File: src/rtl/trig_busy_pkg.sv
package trig_busy_pkg;

  // Strobes from control to datapath
  typedef struct packed {
    logic loadActive;  // capture ID of forwarded trigger
    logic push;        // trigger arrived while busy
    logic pop;         // empty response accepted
    logic loadLen;     // capture event length
    logic selFull;     // present full response
  } ctrl_t;

  typedef enum logic [1:0] {
    ST_IDLE  = 2'd0,
    ST_WAIT  = 2'd1,
    ST_FULL  = 2'd2,
    ST_EMPTY = 2'd3
  } state_t;

endpackage

File: src/rtl/trig_busy_datapath.sv
module trig_busy_datapath
  import trig_busy_pkg::*;
#(
  parameter int ID_W  = 8,
  parameter int LEN_W = 16,
  parameter int DEPTH = 32
) (
  input  logic             clk,
  input  logic             rstN,
  input  ctrl_t            ctl,
  input  logic [ID_W-1:0]  trigId,
  input  logic [LEN_W-1:0] doneLen,
  output logic [ID_W-1:0]  respId,
  output logic             respFull,
  output logic [LEN_W-1:0] respLen,
  output logic             fifoEmpty,
  output logic             fifoLast,
  output logic             overflowErr
);

  localparam int PTR_W = (DEPTH > 1) ? $clog2(DEPTH) : 1;
  localparam int CNT_W = $clog2(DEPTH + 1);
  localparam logic [CNT_W-1:0] CNT_MAX = CNT_W'(DEPTH);
  localparam logic [PTR_W-1:0] PTR_MAX = PTR_W'(DEPTH - 1);

  logic [ID_W-1:0]  activeId;
  logic [LEN_W-1:0] lenReg;
  logic [ID_W-1:0]  slotMem [DEPTH];
  logic [PTR_W-1:0] wrPtr, rdPtr;
  logic [CNT_W-1:0] count;
  logic             pushOk;
  logic             errReg;

  assign pushOk    = ctl.push && (count < CNT_MAX);
  assign fifoEmpty = (count == '0);
  assign fifoLast  = (count == CNT_W'(1));

  always_ff @(posedge clk) begin
    if (!rstN) begin
      activeId <= '0;
      lenReg   <= '0;
    end else begin
      if (ctl.loadActive) activeId <= trigId;
      if (ctl.loadLen)    lenReg   <= doneLen;
    end
  end

  // One storage row per slot
  for (genvar s = 0; s < DEPTH; s++) begin : g_slot
    always_ff @(posedge clk) begin
      if (!rstN) begin
        slotMem[s] <= '0;
      end else if (pushOk && (wrPtr == PTR_W'(s))) begin
        slotMem[s] <= trigId;
      end
    end
  end

  always_ff @(posedge clk) begin
    if (!rstN) begin
      wrPtr  <= '0;
      rdPtr  <= '0;
      count  <= '0;
      errReg <= 1'b0;
    end else begin
      if (pushOk) wrPtr <= (wrPtr == PTR_MAX) ? '0 : wrPtr + PTR_W'(1);
      if (ctl.pop) rdPtr <= (rdPtr == PTR_MAX) ? '0 : rdPtr + PTR_W'(1);
      count <= count + CNT_W'(pushOk) - CNT_W'(ctl.pop);
      if (ctl.push && !pushOk) errReg <= 1'b1;
    end
  end

  assign overflowErr = errReg;

  always_comb begin
    if (ctl.selFull) begin
      respId   = activeId;
      respFull = 1'b1;
      respLen  = lenReg;
    end else begin
      respId   = slotMem[rdPtr];
      respFull = 1'b0;
      respLen  = '0;
    end
  end

  // a pop never hits an empty store
  a_r5_pop_nonempty: assert property (@(posedge clk) disable iff (!rstN)
    ctl.pop |-> !fifoEmpty);

  // occupancy never exceeds the depth
  a_r8_count_bound: assert property (@(posedge clk) disable iff (!rstN)
    count <= CNT_MAX);

  // error flag is sticky
  a_r8_err_sticky: assert property (@(posedge clk) disable iff (!rstN)
    errReg |=> errReg);

endmodule

File: src/rtl/trig_busy_control.sv
module trig_busy_control
  import trig_busy_pkg::*;
(
  input  logic  clk,
  input  logic  rstN,
  input  logic  trigValid,
  input  logic  doneValid,
  input  logic  respReady,
  input  logic  fifoEmpty,
  input  logic  fifoLast,
  output ctrl_t ctl,
  output logic  fwdValid,
  output logic  respValid,
  output logic  busy
);

  state_t state, nextState;

  always_ff @(posedge clk) begin
    if (!rstN) state <= ST_IDLE;
    else       state <= nextState;
  end

  always_comb begin
    ctl       = '0;
    fwdValid  = 1'b0;
    respValid = 1'b0;
    nextState = state;
    unique case (state)
      ST_IDLE: begin
        if (trigValid) begin
          fwdValid       = 1'b1;
          ctl.loadActive = 1'b1;
          nextState      = ST_WAIT;
        end
      end
      ST_WAIT: begin
        ctl.push = trigValid;
        if (doneValid) begin
          ctl.loadLen = 1'b1;
          nextState   = ST_FULL;
        end
      end
      ST_FULL: begin
        ctl.push    = trigValid;
        ctl.selFull = 1'b1;
        respValid   = 1'b1;
        if (respReady) nextState = (fifoEmpty && !trigValid) ? ST_IDLE : ST_EMPTY;
      end
      ST_EMPTY: begin
        ctl.push  = trigValid;
        respValid = 1'b1;
        if (respReady) begin
          ctl.pop = 1'b1;
          if (fifoLast && !trigValid) nextState = ST_IDLE;
        end
      end
      default: nextState = ST_IDLE;
    endcase
  end

  assign busy = (state != ST_IDLE);

  // a forwarded trigger makes the block busy
  a_r2_fwd_then_busy: assert property (@(posedge clk) disable iff (!rstN)
    fwdValid |=> busy);

  // the first response after completion is the full one
  a_r4_first_full: assert property (@(posedge clk) disable iff (!rstN)
    $rose(respValid) |-> ctl.selFull);

  // busy only drops after a handshake
  a_r7_release_on_accept: assert property (@(posedge clk) disable iff (!rstN)
    $fell(busy) |-> $past(respValid && respReady));

  // a stalled response is held
  a_r9_hold_stalled: assert property (@(posedge clk) disable iff (!rstN)
    (respValid && !respReady) |=> respValid);

endmodule

File: src/rtl/trig_busy_handler.sv
module trig_busy_handler
  import trig_busy_pkg::*;
#(
  parameter int ID_W  = 8,
  parameter int LEN_W = 16,
  parameter int DEPTH = 32
) (
  input  logic             clk,
  input  logic             rstN,
  input  logic             trigValid,
  input  logic [ID_W-1:0]  trigId,
  output logic             fwdValid,
  output logic [ID_W-1:0]  fwdId,
  input  logic             doneValid,
  input  logic [LEN_W-1:0] doneLen,
  output logic             respValid,
  input  logic             respReady,
  output logic [ID_W-1:0]  respId,
  output logic             respFull,
  output logic [LEN_W-1:0] respLen,
  output logic             busy,
  output logic             overflowErr
);

  ctrl_t ctl;
  logic  fifoEmpty, fifoLast;

  trig_busy_control u_ctrl (
    .clk       (clk),
    .rstN      (rstN),
    .trigValid (trigValid),
    .doneValid (doneValid),
    .respReady (respReady),
    .fifoEmpty (fifoEmpty),
    .fifoLast  (fifoLast),
    .ctl       (ctl),
    .fwdValid  (fwdValid),
    .respValid (respValid),
    .busy      (busy)
  );

  trig_busy_datapath #(
    .ID_W  (ID_W),
    .LEN_W (LEN_W),
    .DEPTH (DEPTH)
  ) u_dp (
    .clk         (clk),
    .rstN        (rstN),
    .ctl         (ctl),
    .trigId      (trigId),
    .doneLen     (doneLen),
    .respId      (respId),
    .respFull    (respFull),
    .respLen     (respLen),
    .fifoEmpty   (fifoEmpty),
    .fifoLast    (fifoLast),
    .overflowErr (overflowErr)
  );

  assign fwdId = trigId;

  // nothing is forwarded while busy
  a_r3_no_fwd_busy: assert property (@(posedge clk) disable iff (!rstN)
    busy |-> !fwdValid);

  // stalled response content is stable
  a_r9_stable_payload: assert property (@(posedge clk) disable iff (!rstN)
    (respValid && !respReady) |=> ($stable(respId) && $stable(respFull) && $stable(respLen)));

endmodule

File: config.mk
export PLATFORM = sky130hd
export DESIGN_NAME = trig_busy_handler
export DESIGN_NICKNAME = d
export VERILOG_FILES = /design/src/rtl/trig_busy_pkg.sv /design/src/rtl/trig_busy_datapath.sv /design/src/rtl/trig_busy_control.sv /design/src/rtl/trig_busy_handler.sv
export SDC_FILE = /design/constraint.sdc
export NUM_CORES = 1
export LEC_CHECK = 0
export ABC_CLOCK_PERIOD_IN_PS = 3100
export BUFFER_PORTS_ARGS = -buffer_cell sky130_fd_sc_hd__buf_2
export CORE_MARGIN = 5
export CORE_UTILIZATION = 55
export DETAILED_ROUTE_END_ITERATION = 8
export HOLD_SLACK_MARGIN = 0.1
export PLACE_DENSITY = 0.69
export SYNTH_ARGS = -nofsm -noshare
export SYNTH_HDL_FRONTEND = slang
export SYNTH_SLANG_ARGS = --single-unit
File: constraint.sdc
create_clock -name clk -period 3.1 [get_ports clk]
set_input_delay 0.31 -clock clk [delete_from_list [all_inputs] [get_ports clk]]
set_output_delay 0.31 -clock clk [all_outputs]
set_load 0.05 [all_outputs]
==> flow_results.xml <==
<?xml version="1.0" encoding="UTF-8"?>
<metrics>
  <group name="placed_design">
    <metric name="globalplace.congestion" unit="">0.858</metric>
    <metric name="placedInstanceArea" unit="um^2">15300</metric>
    <metric name="hpwl" unit="mm">23.7</metric>
    <metric name="placed_cells_incl_taps" unit="">1536</metric>
    <metric name="dpl_worst_slack" unit="ns">0.412</metric>
    <metric name="numPortBuffers" unit="">65</metric>
  </group>
  <group name="detailed_routing">
    <metric name="post_drt_wl_per_cell" unit="um">21.9</metric>
    <metric name="route.detailed.vias_per_inst" unit="">5.69</metric>
    <metric name="detailedRoute.firstPassIterationCount" unit="">5</metric>
    <metric name="postRouteAntennaNets" unit="">0</metric>
    <metric name="drt_first_iter_violations" unit="">748</metric>
    <metric name="via_count" unit="">9214</metric>
    <metric name="route.detailed.drc" unit="">0</metric>
    <metric name="wl" unit="mm">35.4</metric>
  </group>
  <group name="synthesis">
    <metric name="netlist_instances" unit="">1166</metric>
    <metric name="ys_dominant_reg_cell" unit="">sky130_fd_sc_hd__edfxtp_1</metric>
    <metric name="yosysWarnings" unit="">0</metric>
    <metric name="synth-compound-area-share" unit="%">8.55</metric>
    <metric name="synth-edff-count" unit="">256</metric>
    <metric name="ys_seq_elements" unit="">304</metric>
    <metric name="combinational_family_with_the_most_area_after_synthesis" unit="">simple AND/OR/NAND/NOR gates</metric>
    <metric name="ys_types" unit="">48</metric>
    <metric name="postSynth.asyncResetShare" unit="%">0</metric>
    <metric name="synth-adder-area-share" unit="%">1.52</metric>
    <metric name="synthXorXnorAreaFrac" unit="%">0.363</metric>
    <metric name="synth_top_area_share" unit="%">53.1</metric>
    <metric name="synth_mux_area_share" unit="%">9.12</metric>
    <metric name="syn_nets" unit="">1212</metric>
    <metric name="netlist.top_cell.by_area" unit="">sky130_fd_sc_hd__edfxtp_1</metric>
    <metric name="synth-simple-area-share" unit="%">17.0</metric>
    <metric name="synth_area" unit="um^2">14500</metric>
    <metric name="synthTopCellsByArea" unit="">sky130_fd_sc_hd__edfxtp_1, sky130_fd_sc_hd__and2_1, sky130_fd_sc_hd__mux2i_1</metric>
    <metric name="ys_seq_area_share" unit="%">59.7</metric>
    <metric name="syn-mean-instance-area" unit="um^2">12.4</metric>
  </group>
  <group name="global_routing">
    <metric name="grt_antenna_before_repair" unit="">0</metric>
    <metric name="number_of_global_route_vias_before_repair" unit="">9270</metric>
    <metric name="gr-usage-all-layers" unit="%">23.9</metric>
    <metric name="grt_overflow" unit="">0</metric>
    <metric name="global_route_wire_length_before_repair" unit="mm">54.0</metric>
    <metric name="grt_start_max_net_pins" unit="">35</metric>
  </group>
  <group name="clocking">
    <metric name="clkTransAtPathRegs" unit="ns">0.06</metric>
    <metric name="cts-htree-levels" unit="">1</metric>
    <metric name="clk_latency" unit="ns">0.57</metric>
    <metric name="cts_tree" unit="">done</metric>
    <metric name="max-clock-path-buffers" unit="">3</metric>
    <metric name="clock-root-buffer" unit="">sky130_fd_sc_hd__clkbuf_16</metric>
    <metric name="clock_sink_count" unit="">304</metric>
    <metric name="total_cts_buffers" unit="">31</metric>
  </group>
  <group name="pwr">
    <metric name="finalPower" unit="mW">9.07</metric>
    <metric name="peak_supply_drop" unit="mV">0.506</metric>
    <metric name="p_per_area" unit="nW/um^2">549</metric>
    <metric name="total_leakage_power" unit="nW">6.03</metric>
  </group>
  <group name="flow_run">
    <metric name="drv_cap" unit="">0</metric>
  </group>
  <group name="floorplan">
    <metric name="initial_utilization" unit="%">55.7</metric>
    <metric name="fp.dieArea" unit="um^2">29700</metric>
    <metric name="floorplan.die.height" unit="um">172</metric>
    <metric name="die_x" unit="um">172</metric>
    <metric name="rows" unit="">59</metric>
    <metric name="boundaryPins" unit="">66</metric>
    <metric name="core-area" unit="um^2">26000</metric>
  </group>
  <group name="sta">
    <metric name="finalHoldViolCount" unit="">0</metric>
    <metric name="finalWorstPathRequiredPeriod" unit="ns">3.04</metric>
    <metric name="relSlewSlack" unit="%">18.2</metric>
    <metric name="fin_ws" unit="ns">0.0649</metric>
    <metric name="final-setup-viol-count" unit="">0</metric>
    <metric name="report.final.slew_viol_count" unit="">0</metric>
    <metric name="period_share" unit="%">97.9</metric>
    <metric name="worst_slew_pin_slew" unit="ns">1.22</metric>
    <metric name="fin_worst_hold_slack" unit="ns">0.130</metric>
    <metric name="setup_total_negative_slack" unit="ns">0</metric>
    <metric name="fin_skew" unit="ns">0.0132</metric>
    <metric name="max_clock_freq" unit="MHz">329</metric>
  </group>
  <group name="final_layout">
    <metric name="layout.cells.most_common_list" unit="">sky130_fd_sc_hd__and2_1, sky130_fd_sc_hd__edfxtp_1, sky130_fd_sc_hd__mux2i_1</metric>
    <metric name="design.final.nets" unit="">1305</metric>
    <metric name="area_growth" unit="%">14.0</metric>
    <metric name="antenna_cells_inserted" unit="">0</metric>
    <metric name="total_area_of_multi_input_combinational_cells" unit="um^2">5360</metric>
    <metric name="layout.cells.non_filler" unit="">1619</metric>
    <metric name="layout.area.seq" unit="um^2">8650</metric>
    <metric name="fillCellCount" unit="">1989</metric>
    <metric name="most_common_cell_after_layout_fill_and_taps_aside" unit="">sky130_fd_sc_hd__and2_1</metric>
    <metric name="finish.instance_area" unit="um^2">16500</metric>
    <metric name="finalCoreUtilization" unit="%">63.5</metric>
    <metric name="final_layout_size_suffix_gt1_share" unit="%">17.0</metric>
  </group>
  <group name="worst_setup_path">
    <metric name="worstReg2RegStart" unit="">u_ctrl.state[0]</metric>
    <metric name="regToRegEndpoint" unit="">u_dp.slotMem[16][0]</metric>
    <metric name="path_class" unit="">reg2out</metric>
    <metric name="slack_of_the_worst_reg_to_reg_path" unit="ns">0.71</metric>
    <metric name="worstSetupEndpointType" unit="">primary output</metric>
    <metric name="worst-r2r-cell-count" unit="">6</metric>
    <metric name="startpoint_type" unit="">flop</metric>
    <metric name="crit_arrival" unit="ns">2.73</metric>
    <metric name="crit_path_max_fanout" unit="">13</metric>
    <metric name="data_required_time_at_the_worst_endpoint" unit="ns">2.79</metric>
  </group>
  <group name="min_path">
    <metric name="hp-start" unit="">trigId[7]</metric>
    <metric name="holdCritPathClass" unit="">in2reg</metric>
    <metric name="hold_ep" unit="">u_dp.activeId[7]</metric>
    <metric name="worstHoldPathCells" unit="">3</metric>
  </group>
  <group name="status">
    <metric name="run_status" unit="">finished clean</metric>
  </group>
</metrics>
## state kept, by name, summed over array words and instances, names as in the netlist, named ones only
| signal | flops |
|---|---|
| u_dp.wrPtr | 5 |
| u_dp.rdPtr | 5 |
| u_ctrl.state | 2 |
| u_dp.activeId | 8 |
| u_dp.overflowErr | 1 |
| u_dp.slotMem | 256 |
| u_dp.count | 6 |
| u_dp.lenReg | 16 |
## repair_timing
item / CTS / global route
setup buffers: 2 / 3
cloned: 0 / 1
endpoints found under the setup margin: 8 / 8
hold endpoints to repair: 19 / 0
gates resized for setup: 9 / 8
pin swaps: 0 / 1
hold buffers: 19 / 0
## worst max-delay path by stage
stage               from        end
floorplan           flop  respId[3]
global placement    flop  respId[2]
detailed placement  flop  respId[2]
CTS                 flop  respId[4]
global route        flop  respId[0]
finish              flop  respId[0]
## cell families after synthesis
logic type,count (synthesis)
AND/OR/NAND/NOR,435
multiplexers,132
adder cells (fa/ha/maj),17
AO/OA/AOI/OAI,170
flip-flops,304
buffers and inverters,102
XOR/XNOR,6
## final cells by class
type | instances | area share (%)
Sequential cell | 304 | 52.4
Multi-Input combinational cell | 760 | 32.5
Timing Repair Buffer | 148 | 6.66
Clock buffer | 38 | 4.86
Tap cell | 335 | 2.54
Clock inverter | 20 | 0.743
Inverter | 14 | 0.318
## power by group
part	internal, mW	switching, mW
logic	0.336	0.601
registers	4.60	0.0773
clock network	1.91	1.54
total	6.84	2.22
## worst max-delay path, stage by stage, from the launching register on
cell and delay, ns:
sky130_fd_sc_hd__dfxtp_4 0.45, sky130_fd_sc_hd__buf_4 0.15, sky130_fd_sc_hd__buf_4 0.23, sky130_fd_sc_hd__mux2i_1 0.11
sky130_fd_sc_hd__a221oi_1 0.32, sky130_fd_sc_hd__o22ai_1 0.21, sky130_fd_sc_hd__o41ai_2 0.43, sky130_fd_sc_hd__buf_4 0.27
## layer usage
layer	vias to the layer above	routed length (um)	global-route usage, %
met5	-	0	0
met4	0	811	5.71
met3	58	1930	3.54
met2	260	17300	39.4
met1	4542	15400	34.0
li1	4354	-	-
## cells in the mapped netlist, types with 2 or more instances
cell type	instances
sky130_fd_sc_hd__and2_1	277
sky130_fd_sc_hd__edfxtp_1	256
sky130_fd_sc_hd__mux2i_1	132
sky130_fd_sc_hd__nand2_1	80
sky130_fd_sc_hd__clkbuf_1	53
sky130_fd_sc_hd__dfxtp_1	48
sky130_fd_sc_hd__o21ai_0	34
sky130_fd_sc_hd__a22oi_1	32
sky130_fd_sc_hd__a21boi_0	28
sky130_fd_sc_hd__a21oi_1	22
sky130_fd_sc_hd__nor2_1	20
sky130_fd_sc_hd__nor2_2	20
sky130_fd_sc_hd__a22o_1	16
sky130_fd_sc_hd__ha_1	16
sky130_fd_sc_hd__buf_4	15
sky130_fd_sc_hd__nor2b_1	13
sky130_fd_sc_hd__a221oi_1	12
sky130_fd_sc_hd__inv_1	12
sky130_fd_sc_hd__o22ai_1	8
sky130_fd_sc_hd__nand3_1	7
sky130_fd_sc_hd__buf_2	6
sky130_fd_sc_hd__and3_1	5
sky130_fd_sc_hd__buf_1	5
sky130_fd_sc_hd__buf_6	5
sky130_fd_sc_hd__o41ai_2	5
sky130_fd_sc_hd__a221oi_2	4
sky130_fd_sc_hd__xor2_1	4
sky130_fd_sc_hd__nand2b_1	3
sky130_fd_sc_hd__o41ai_1	3
sky130_fd_sc_hd__a31oi_1	2
sky130_fd_sc_hd__buf_12	2
sky130_fd_sc_hd__nand4_1	2
sky130_fd_sc_hd__nor3_1	2
sky130_fd_sc_hd__or2_2	2
sky130_fd_sc_hd__xnor2_1	2
(Power assumes the default switching activity.)
